==> config.mk <==
export PLATFORM = sky130hd
export DESIGN_NAME = wsq_reg_writer
export DESIGN_NICKNAME = d
export VERILOG_FILES = /design/src/rtl/wsq_pkg.sv /design/src/rtl/wsq_phase_timer.sv /design/src/rtl/wsq_bus_drv.sv /design/src/rtl/wsq_reg_writer.sv
export SDC_FILE = /design/constraint.sdc
export NUM_CORES = 1
export LEC_CHECK = 0
export BUFFER_PORTS_ARGS = -buffer_cell sky130_fd_sc_hd__buf_2
export CAP_MARGIN = 20
export CORE_UTILIZATION = 26
export CTS_BUF_LIST = sky130_fd_sc_hd__clkbuf_4 sky130_fd_sc_hd__clkbuf_8
export DETAILED_ROUTE_END_ITERATION = 10
export PLACE_DENSITY_LB_ADDON = 0.3
export SYNTH_ARGS = -nofsm -noshare
export SYNTH_HDL_FRONTEND = slang
export SYNTH_SLANG_ARGS = --single-unit
==> constraint.sdc <==
create_clock -name clk -period 3.95 [get_ports clk]
set_clock_uncertainty 0.2 [all_clocks]
set_input_delay 0.395 -clock clk [delete_from_list [all_inputs] [get_ports clk]]
set_output_delay 0.395 -clock clk [all_outputs]
set_load 0.02 [all_outputs]
==> src/rtl/wsq_pkg.sv <==
package wsq_pkg;

  localparam int unsigned BUS_W    = 32;
  localparam int unsigned DATA_W   = 16;
  localparam int unsigned ADDR_W   = 8;
  localparam int unsigned DATA_LSB = 16;
  localparam int unsigned ADDR_LSB = 8;
  localparam int unsigned WR_BIT   = 2;
  localparam int unsigned RD_BIT   = 1;
  localparam int unsigned WIDE_BIT = 0;

  typedef enum logic [1:0] {
    PH_IDLE  = 2'd0,
    PH_SETUP = 2'd1,
    PH_LOW   = 2'd2,
    PH_HOLD  = 2'd3
  } wsq_phase_e;

  // Assemble the port word; unused bits are tied low.
  function automatic logic [BUS_W-1:0] wsq_pack(
    input logic [DATA_W-1:0] data,
    input logic [ADDR_W-1:0] addr,
    input logic              wr_n,
    input logic              wide
  );
    logic [BUS_W-1:0] w;
    w = '0;
    w[DATA_LSB +: DATA_W] = data;
    w[ADDR_LSB +: ADDR_W] = addr;
    w[WR_BIT]   = wr_n;
    w[RD_BIT]   = 1'b1;
    w[WIDE_BIT] = wide;
    return w;
  endfunction

  // Counter preload for a phase of len cycles (len >= 1).
  function automatic int unsigned wsq_preload(input int unsigned len);
    return (len == 0) ? 0 : len - 1;
  endfunction

  function automatic int unsigned wsq_max3(input int unsigned a, input int unsigned b,
                                           input int unsigned c);
    int unsigned m;
    m = (a > b) ? a : b;
    return (m > c) ? m : c;
  endfunction

endpackage

==> src/rtl/wsq_phase_timer.sv <==
module wsq_phase_timer #(
  parameter int unsigned CNT_W = 2
) (
  input  logic             clk,
  input  logic             rst_n,
  input  logic             load,
  input  logic [CNT_W-1:0] load_val,
  output logic             expired
);

  logic [CNT_W-1:0] cnt_q;

  always_ff @(posedge clk or negedge rst_n) begin
    if (!rst_n) begin
      cnt_q <= '0;
    end else if (load) begin
      cnt_q <= load_val;
    end else if (cnt_q != '0) begin
      cnt_q <= cnt_q - 1'b1;
    end
  end

  assign expired = (cnt_q == '0);

endmodule

==> src/rtl/wsq_bus_drv.sv <==
module wsq_bus_drv
  import wsq_pkg::*;
(
  input  logic              clk,
  input  logic              rst_n,
  input  logic              capture,
  input  logic [ADDR_W-1:0] addr,
  input  logic [DATA_W-1:0] data,
  input  logic              wide,
  input  logic              strobe_fall,
  input  logic              strobe_rise,
  output logic [BUS_W-1:0]  bus
);

  logic [ADDR_W-1:0] addr_q;
  logic [DATA_W-1:0] data_q;
  logic              wide_q;
  logic              wr_n_q;

  always_ff @(posedge clk or negedge rst_n) begin
    if (!rst_n) begin
      addr_q <= '0;
      data_q <= '0;
      wide_q <= 1'b0;
    end else if (capture) begin
      addr_q <= addr;
      data_q <= data;
      wide_q <= wide;
    end
  end

  always_ff @(posedge clk or negedge rst_n) begin
    if (!rst_n) begin
      wr_n_q <= 1'b1;
    end else if (strobe_fall) begin
      wr_n_q <= 1'b0;
    end else if (strobe_rise) begin
      wr_n_q <= 1'b1;
    end
  end

  // Pure wiring of flops and constants: no logic in front of the pins.
  assign bus = wsq_pack(data_q, addr_q, wr_n_q, wide_q);

endmodule

==> src/rtl/wsq_reg_writer.sv <==
module wsq_reg_writer
  import wsq_pkg::*;
#(
  parameter int unsigned SETUP_CYC = 2,
  parameter int unsigned LOW_CYC   = 2,
  parameter int unsigned HOLD_CYC  = 1
) (
  input  logic        clk,
  input  logic        rst_n,
  input  logic        cmd_valid,
  output logic        cmd_ready,
  input  logic [7:0]  cmd_addr,
  input  logic [15:0] cmd_data,
  input  logic        cmd_wide,
  output logic [31:0] par_bus
);

  localparam int unsigned MAX_LEN = wsq_max3(SETUP_CYC, LOW_CYC, HOLD_CYC);
  localparam int unsigned CNT_W   = (MAX_LEN < 2) ? 1 : $clog2(MAX_LEN);
  localparam logic [CNT_W-1:0] LD_SETUP = CNT_W'(wsq_preload(SETUP_CYC));
  localparam logic [CNT_W-1:0] LD_LOW   = CNT_W'(wsq_preload(LOW_CYC));
  localparam logic [CNT_W-1:0] LD_HOLD  = CNT_W'(wsq_preload(HOLD_CYC));

  wsq_phase_e       phase_q, phase_d;
  logic             phase_done;
  logic             timer_load;
  logic [CNT_W-1:0] timer_val;

  // Named events for the checker.
  logic cmd_fire;
  logic strobe_fall_ev;
  logic strobe_rise_ev;
  logic hold_end_ev;

  assign cmd_ready      = (phase_q == PH_IDLE);
  assign cmd_fire       = cmd_valid && cmd_ready;
  assign strobe_fall_ev = (phase_q == PH_SETUP) && phase_done;
  assign strobe_rise_ev = (phase_q == PH_LOW)   && phase_done;
  assign hold_end_ev    = (phase_q == PH_HOLD)  && phase_done;

  always_comb begin
    phase_d    = phase_q;
    timer_load = 1'b0;
    timer_val  = '0;
    unique case (phase_q)
      PH_IDLE: if (cmd_fire) begin
        phase_d    = PH_SETUP;
        timer_load = 1'b1;
        timer_val  = LD_SETUP;
      end
      PH_SETUP: if (strobe_fall_ev) begin
        phase_d    = PH_LOW;
        timer_load = 1'b1;
        timer_val  = LD_LOW;
      end
      PH_LOW: if (strobe_rise_ev) begin
        phase_d    = PH_HOLD;
        timer_load = 1'b1;
        timer_val  = LD_HOLD;
      end
      PH_HOLD: if (hold_end_ev) begin
        phase_d = PH_IDLE;
      end
      default: phase_d = PH_IDLE;
    endcase
  end

  always_ff @(posedge clk or negedge rst_n) begin
    if (!rst_n) phase_q <= PH_IDLE;
    else        phase_q <= phase_d;
  end

  wsq_phase_timer #(.CNT_W(CNT_W)) u_timer (
    .clk      (clk),
    .rst_n    (rst_n),
    .load     (timer_load),
    .load_val (timer_val),
    .expired  (phase_done)
  );

  wsq_bus_drv u_bus (
    .clk         (clk),
    .rst_n       (rst_n),
    .capture     (cmd_fire),
    .addr        (cmd_addr),
    .data        (cmd_data),
    .wide        (cmd_wide),
    .strobe_fall (strobe_fall_ev),
    .strobe_rise (strobe_rise_ev),
    .bus         (par_bus)
  );

endmodule

Word level (Yosys, flattened, before mapping)
Index checks and enable logic that the tools add are counted.
Operators by class
  reductions and logical operators: 7
  add/subtract/negate cells: 1
  bitwise gates (word level): 1
  multiplexer cells: 14
  equal/unequal tests: 7
Operators by type and width (number)
  2-to-1 mux 2 bit: 4
  one-hot mux 2 bit (4 select lines): 1
  2-to-1 mux 1 bit: 7
  != test 2 bit (second input constant): 3
  equality test 2 bit (second input constant): 2
  logical AND 1 bit: 4
  AND reduction 4 bit: 1
  one-hot mux 1 bit (3 select lines): 1
  equality test 2 x 1 -> 1 bit (second input constant): 1
  zero test 2 bit: 1
  != test 2 x 1 -> 1 bit (second input constant): 1
  one-hot mux 1 bit (2 select lines): 1
  nonzero test 2 bit: 1
  NOT 1 bit: 1
  subtractor 1 bit (second input constant): 1
Word-level totals
  output and inout port bits: 33
  flip-flop bits (word level): 29
  input port bits: 28

Depth between registers and ports, before layout
  word-level depth: 5
  gate-level depth with buffers: 5
  mapped depth without buffers: 5

Modules after synthesis
From an unflattened synthesis, not the netlist that was laid out.
Unflattened totals
  cell total of the unflattened synthesis: 92
  area total of the unflattened synthesis: 1405.1 um2
Modules (own cells, without submodules)
  wsq_bus_drv: seq. area each 651.9 um2, instances 1, cells an instance 65, area an instance 1137.3 um2
  wsq_reg_writer: seq. area each 50.0 um2, instances 1, cells an instance 24, area an instance 232.7 um2
  wsq_phase_timer: seq. area each 25.0 um2, instances 1, cells an instance 3, area an instance 35.0 um2

Least setup slack after synthesis
No wires, ideal clock.
  kind: reg-to-reg
  start point: register phase_q[0]
  end point: register phase_q[1]
  period minus slack after synthesis: 1801 ps
  arrival time: 1474 ps
  path slack: 2149 ps
  stages on the path, launching flop included: 6
  path through: dfrtp_1 > inv_1 > ha_1 > inv_1 > o22ai_1 > mux2_1
On the way
  longest elaborated chain between the ends: 4
RTL lines
  start, declared: RTL line wsq_reg_writer.sv:24  | wsq_phase_e phase_q, phase_d;
  start signal, assigned: RTL line wsq_reg_writer.sv:70  | else phase_q <= phase_d;
  zero test 2 bit (*): RTL line wsq_reg_writer.sv:35  | assign cmd_ready = (phase_q == PH_IDLE);
  net cmd_ready: RTL line wsq_reg_writer.sv:11  | output logic cmd_ready,
  logical AND 1 bit: RTL line wsq_reg_writer.sv:36  | assign cmd_fire = cmd_valid && cmd_ready;
  != test 2 x 1 -> 1 bit (no source line)
  AND reduction 4 bit (no source line)
The timed path passes the listed nets; every way through them passes the cells marked *.
A chain may end at the register's enable or synchronous reset.

Worst setup path in the final report
  start point: register phase_q[0]
  end point: output port cmd_ready
On the way
  longest elaborated chain between the ends: 1
RTL lines (RTL line)
  zero test 2 bit: wsq_reg_writer.sv:35
  end, declared: wsq_reg_writer.sv:11
Every way passes these cells.

==> summary.md <==
| Metric | Value |
|---|---|
| Outcome | `complete, no violations` |
| Total of fill cells in the finished design | `between 400 and 500` |
| Remaining global-route overflow | `0` |
| Clock edge transition at the registers on the reported setup and hold paths | `around 0.060 ns` |
| Number of warnings reported in the yosys synthesis log | `0` |
| Fraction of registers with async set/reset | `1.00` |
| Dominant cell by count in the synthesized netlist | `sky130_fd_sc_hd__dfrtp_1` |
| Max Buffers Root-to-Sink | `2` |
| Share of the yosys chip area belonging to registers | `0.553` |
| Reg power frac | `0.359` |
| Worst setup timing slack at the placement stage | `approximately 2.1 ns` |
| Pwr per Cell Area | `887 mW/mm²` |
| Number of design rule violations left after detail routing | `0` |
| Most common flop cell mapped by yosys | `sky130_fd_sc_hd__dfrtp_1` |
| CTS Hold Buffers Added | `1` |
| CTS tree | `built` |
| Post-synth top area share | `0.533` |
| Required time worst endpoint | `3.36 ns` |
| Number of max-slew violations in the final report | `0` |
| Number of enable-type register cells in the synthesized netlist | `0` |
| MaxCap Viol Count | `0` |
| Proportion of power drawn by combinational gates | `0.478` |
| Setup Crit Path Kind | `flop to primary output` |
| Die height | `between 70 and 80 µm` |
| First-pass GRT wire length | `between 4 and 5 mm` |
| Die width | `about 73 µm` |
| Post-route total power | `approximately 1.5 mW` |
| Total GRT Usage | `0.105` |
| Via-per-instance ratio | `around 3.9` |
| Clock root buffer master | `sky130_fd_sc_hd__clkbuf_8` |
| Full die area | `roughly 0.0053 mm²` |
| Peak clock frequency supported by timing | `0.534 GHz` |
| Multi-input logic area | `roughly 500 µm²` |
| Gates resized, CTS repair | `0` |
| Setup Fix Bufs, Post-CTS | `0` |
| PnR worst setup slack | `around 2.1 ns` |
| Synth cell count leaders | `sky130_fd_sc_hd__dfrtp_1 (28), sky130_fd_sc_hd__mux2_4 (19), sky130_fd_sc_hd__buf_4 (8)` |
| Pin count of the biggest net entering global routing | `30` |
| Tmin final | `roughly 1.9 ns` |
| Slew at the pin closest to its max-slew limit | `about 0.64 ns` |
| Area growth syn-to-layout | `29.4%` |
| Total wire length after detailed routing | `between 2 and 2.5 mm` |
| Setup slack of the most critical reg-to-reg path | `2.08 ns` |
| Number of instances in the synthesized netlist | `85` |
| RSZ-0062 raised after global routing | `false` |
| Area inside the core boundary | `0.00479 mm²` |
| Fin crit share | `0.474` |
| Path class of the lowest-slack min-delay path | `input port to flop` |
| Clock buffer count from CTS | `5` |
| Detailed-route wire length per cell | `around 12 µm` |
| Setup TNS | `0 ns` |
| Flip-flop and latch area | `between 700 and 800 µm²` |
| Worst Path Arrival | `~1.3 ns` |
| Total of flip-flops plus latches after synthesis | `29` |
| Critical path origin | `phase_q[0]$_DFFE_PN0P_` |
| Via count of the first global-routing pass | `915` |
| Net count of the finished layout | `about 170` |
| First-pass DRT Iterations | `2` |
| Launching point of the worst reg2reg path | `phase_q[0]$_DFFE_PN0P_` |
| Synth Area per Inst | `around 15 µm²` |
| Net Sw Frac | `0.373` |
| Final Hold Slack | `roughly 0.15 ns` |
| Kind of launch point of the worst setup path | `flop` |
| Number of buffers added on ports | `54` |
| I/O pin total | `61` |
| Net switching power of the design | `0.562 mW` |
| Number of clock sinks | `29` |
| Largest cells by area after synthesis | `sky130_fd_sc_hd__dfrtp_1 (53%), sky130_fd_sc_hd__mux2_4 (22%), sky130_fd_sc_hd__mux2_2 (5.1%)` |
| ANT nets after route | `0` |
| Iter 0 DRT Violations | `19` |
| Clk network pwr share | `0.163` |
| # rows | `25` |
| Summed instance area of the synthesized netlist | `about 0.0013 mm²` |
| Routed vias | `a little over 800` |
| Number of setup violations in the final report | `0` |
| Library cell with the largest summed area after synthesis | `sky130_fd_sc_hd__dfrtp_1` |
| Worst-path fanout max | `4` |
| # H-tree levels | `2` |
| Fraction of layout instances using a drive strength above 1 | `0.624` |
| Worst skew pair latency | `roughly 0.26 ns` |
| Inserted Diodes | `0` |
| Static leakage | `~0.91 nW` |
| Maximum vdd drop | `approximately 0.37 mV` |
| Post-Route Utilization | `0.355` |
| Endpoint type of the worst setup path | `primary output` |
| Final HPWL DP | `1.81 mm` |
| Internal power | `roughly 0.95 mW` |
| Initial antenna violation count | `0` |
| Final RePlAce weighted congestion | `approximately 0.63` |
| Max-slew headroom at the worst pin | `0.571` |
| Number of endpoints with negative hold slack in the final report | `0` |
| Hold Crit Start | `cmd_data[4]` |
| Synth unique cells | `17` |
| Initial standard-cell utilization of the core | `0.275` |
[placed cells by master, fill, tap and decap left out, types with 3 or more instances in the layout]
cell	count
sky130_fd_sc_hd__buf_2	54
sky130_fd_sc_hd__conb_1	6
sky130_fd_sc_hd__clkbuf_8	6
sky130_fd_sc_hd__mux2_4	19
sky130_fd_sc_hd__a21oi_1	3
sky130_fd_sc_hd__ha_1	5
sky130_fd_sc_hd__dfrtp_1	28
sky130_fd_sc_hd__mux2_2	6
sky130_fd_sc_hd__inv_1	4
[flip-flops by register name, indices dropped and copies added (netlist names)]
name	count
u_bus.wr_n_q	1
u_bus.data_q	16
phase_q	2
u_bus.wide_q	1
u_bus.addr_q	8
u_timer.cnt_q	1
[logic make-up (layout without fill, tap and decap cells)]
| group | Yosys count | after routing | synth area share |
|---|---|---|---|
| adders and majority gates | 5 | 5 | 0.0476 |
| other | 2 | 6 | 0.00572 |
| DFF | 29 | 29 | 0.553 |
| muxes | 27 | 27 | 0.285 |
| AOI/OAI and AO/OA | 4 | 4 | 0.0162 |
| buffers and inverters | 14 | 66 | 0.0743 |
| and+or+nand+nor | 4 | 4 | 0.0181 |
[critical path: stages, from the launching register on]
cell and delay (ns):
sky130_fd_sc_hd__dfrtp_1 0.42, sky130_fd_sc_hd__inv_1 0.12, sky130_fd_sc_hd__ha_1 0.27, sky130_fd_sc_hd__buf_2 0.20
[path summary, 6_finish.rpt]
check | endpoint | depth (start not counted)
setup / recovery | cmd_ready | 3
hold / removal | u_bus.data_q[4]$_DFFE_PN0P_ | 2
setup reg to reg | u_bus.data_q[13]$_DFFE_PN0P_ | 4
hold reg to reg | u_bus.addr_q[5]$_DFFE_PN0P_ | 1
max in group asynchronous | u_bus.data_q[7]$_DFFE_PN0P_ | 2
min in group asynchronous | u_bus.data_q[8]$_DFFE_PN0P_ | 2
[cell type report]
| type | instances | share of cell area |
|---|---|---|
| Multi-Input combinational cell | 46 | 0.297 |
| Sequential cell | 29 | 0.428 |
| Clock buffer | 7 | 0.0530 |
| Tap cell | 67 | 0.0493 |
| Inverter | 4 | 0.00883 |
| Timing Repair Buffer | 55 | 0.165 |
[routing by layer]
layer | vias up | part of all wire | GRT usage
met4 | 0 | 0.0052 | 0.0458
met3 | 2 | 0.086 | 0.0525
li1 | 382 | - | -
met1 | 395 | 0.41 | 0.117
met2 | 35 | 0.50 | 0.169
met5 | - | 0 | 0
[power by group through the flow]
stage                     Combinational [mW]  Clock (mW)  Sequential (mW)
after floorplan                        0.388           0            0.694
after global placement                 0.710           0            0.540
after detailed placement               0.729           0            0.545
after CTS                              0.733       0.257            0.543
after global routing                   0.779       0.272            0.563
final                                  0.721       0.246            0.541
[stage by stage]
stage                     cell area, µm²  cells
after floorplan                     1330     89
after global placement              1600    200
after detailed placement            1600    200
after CTS                           1700    208
after global routing                1700    208
final                               1700    208
Note: power is estimated with default switching activity, not from simulation.
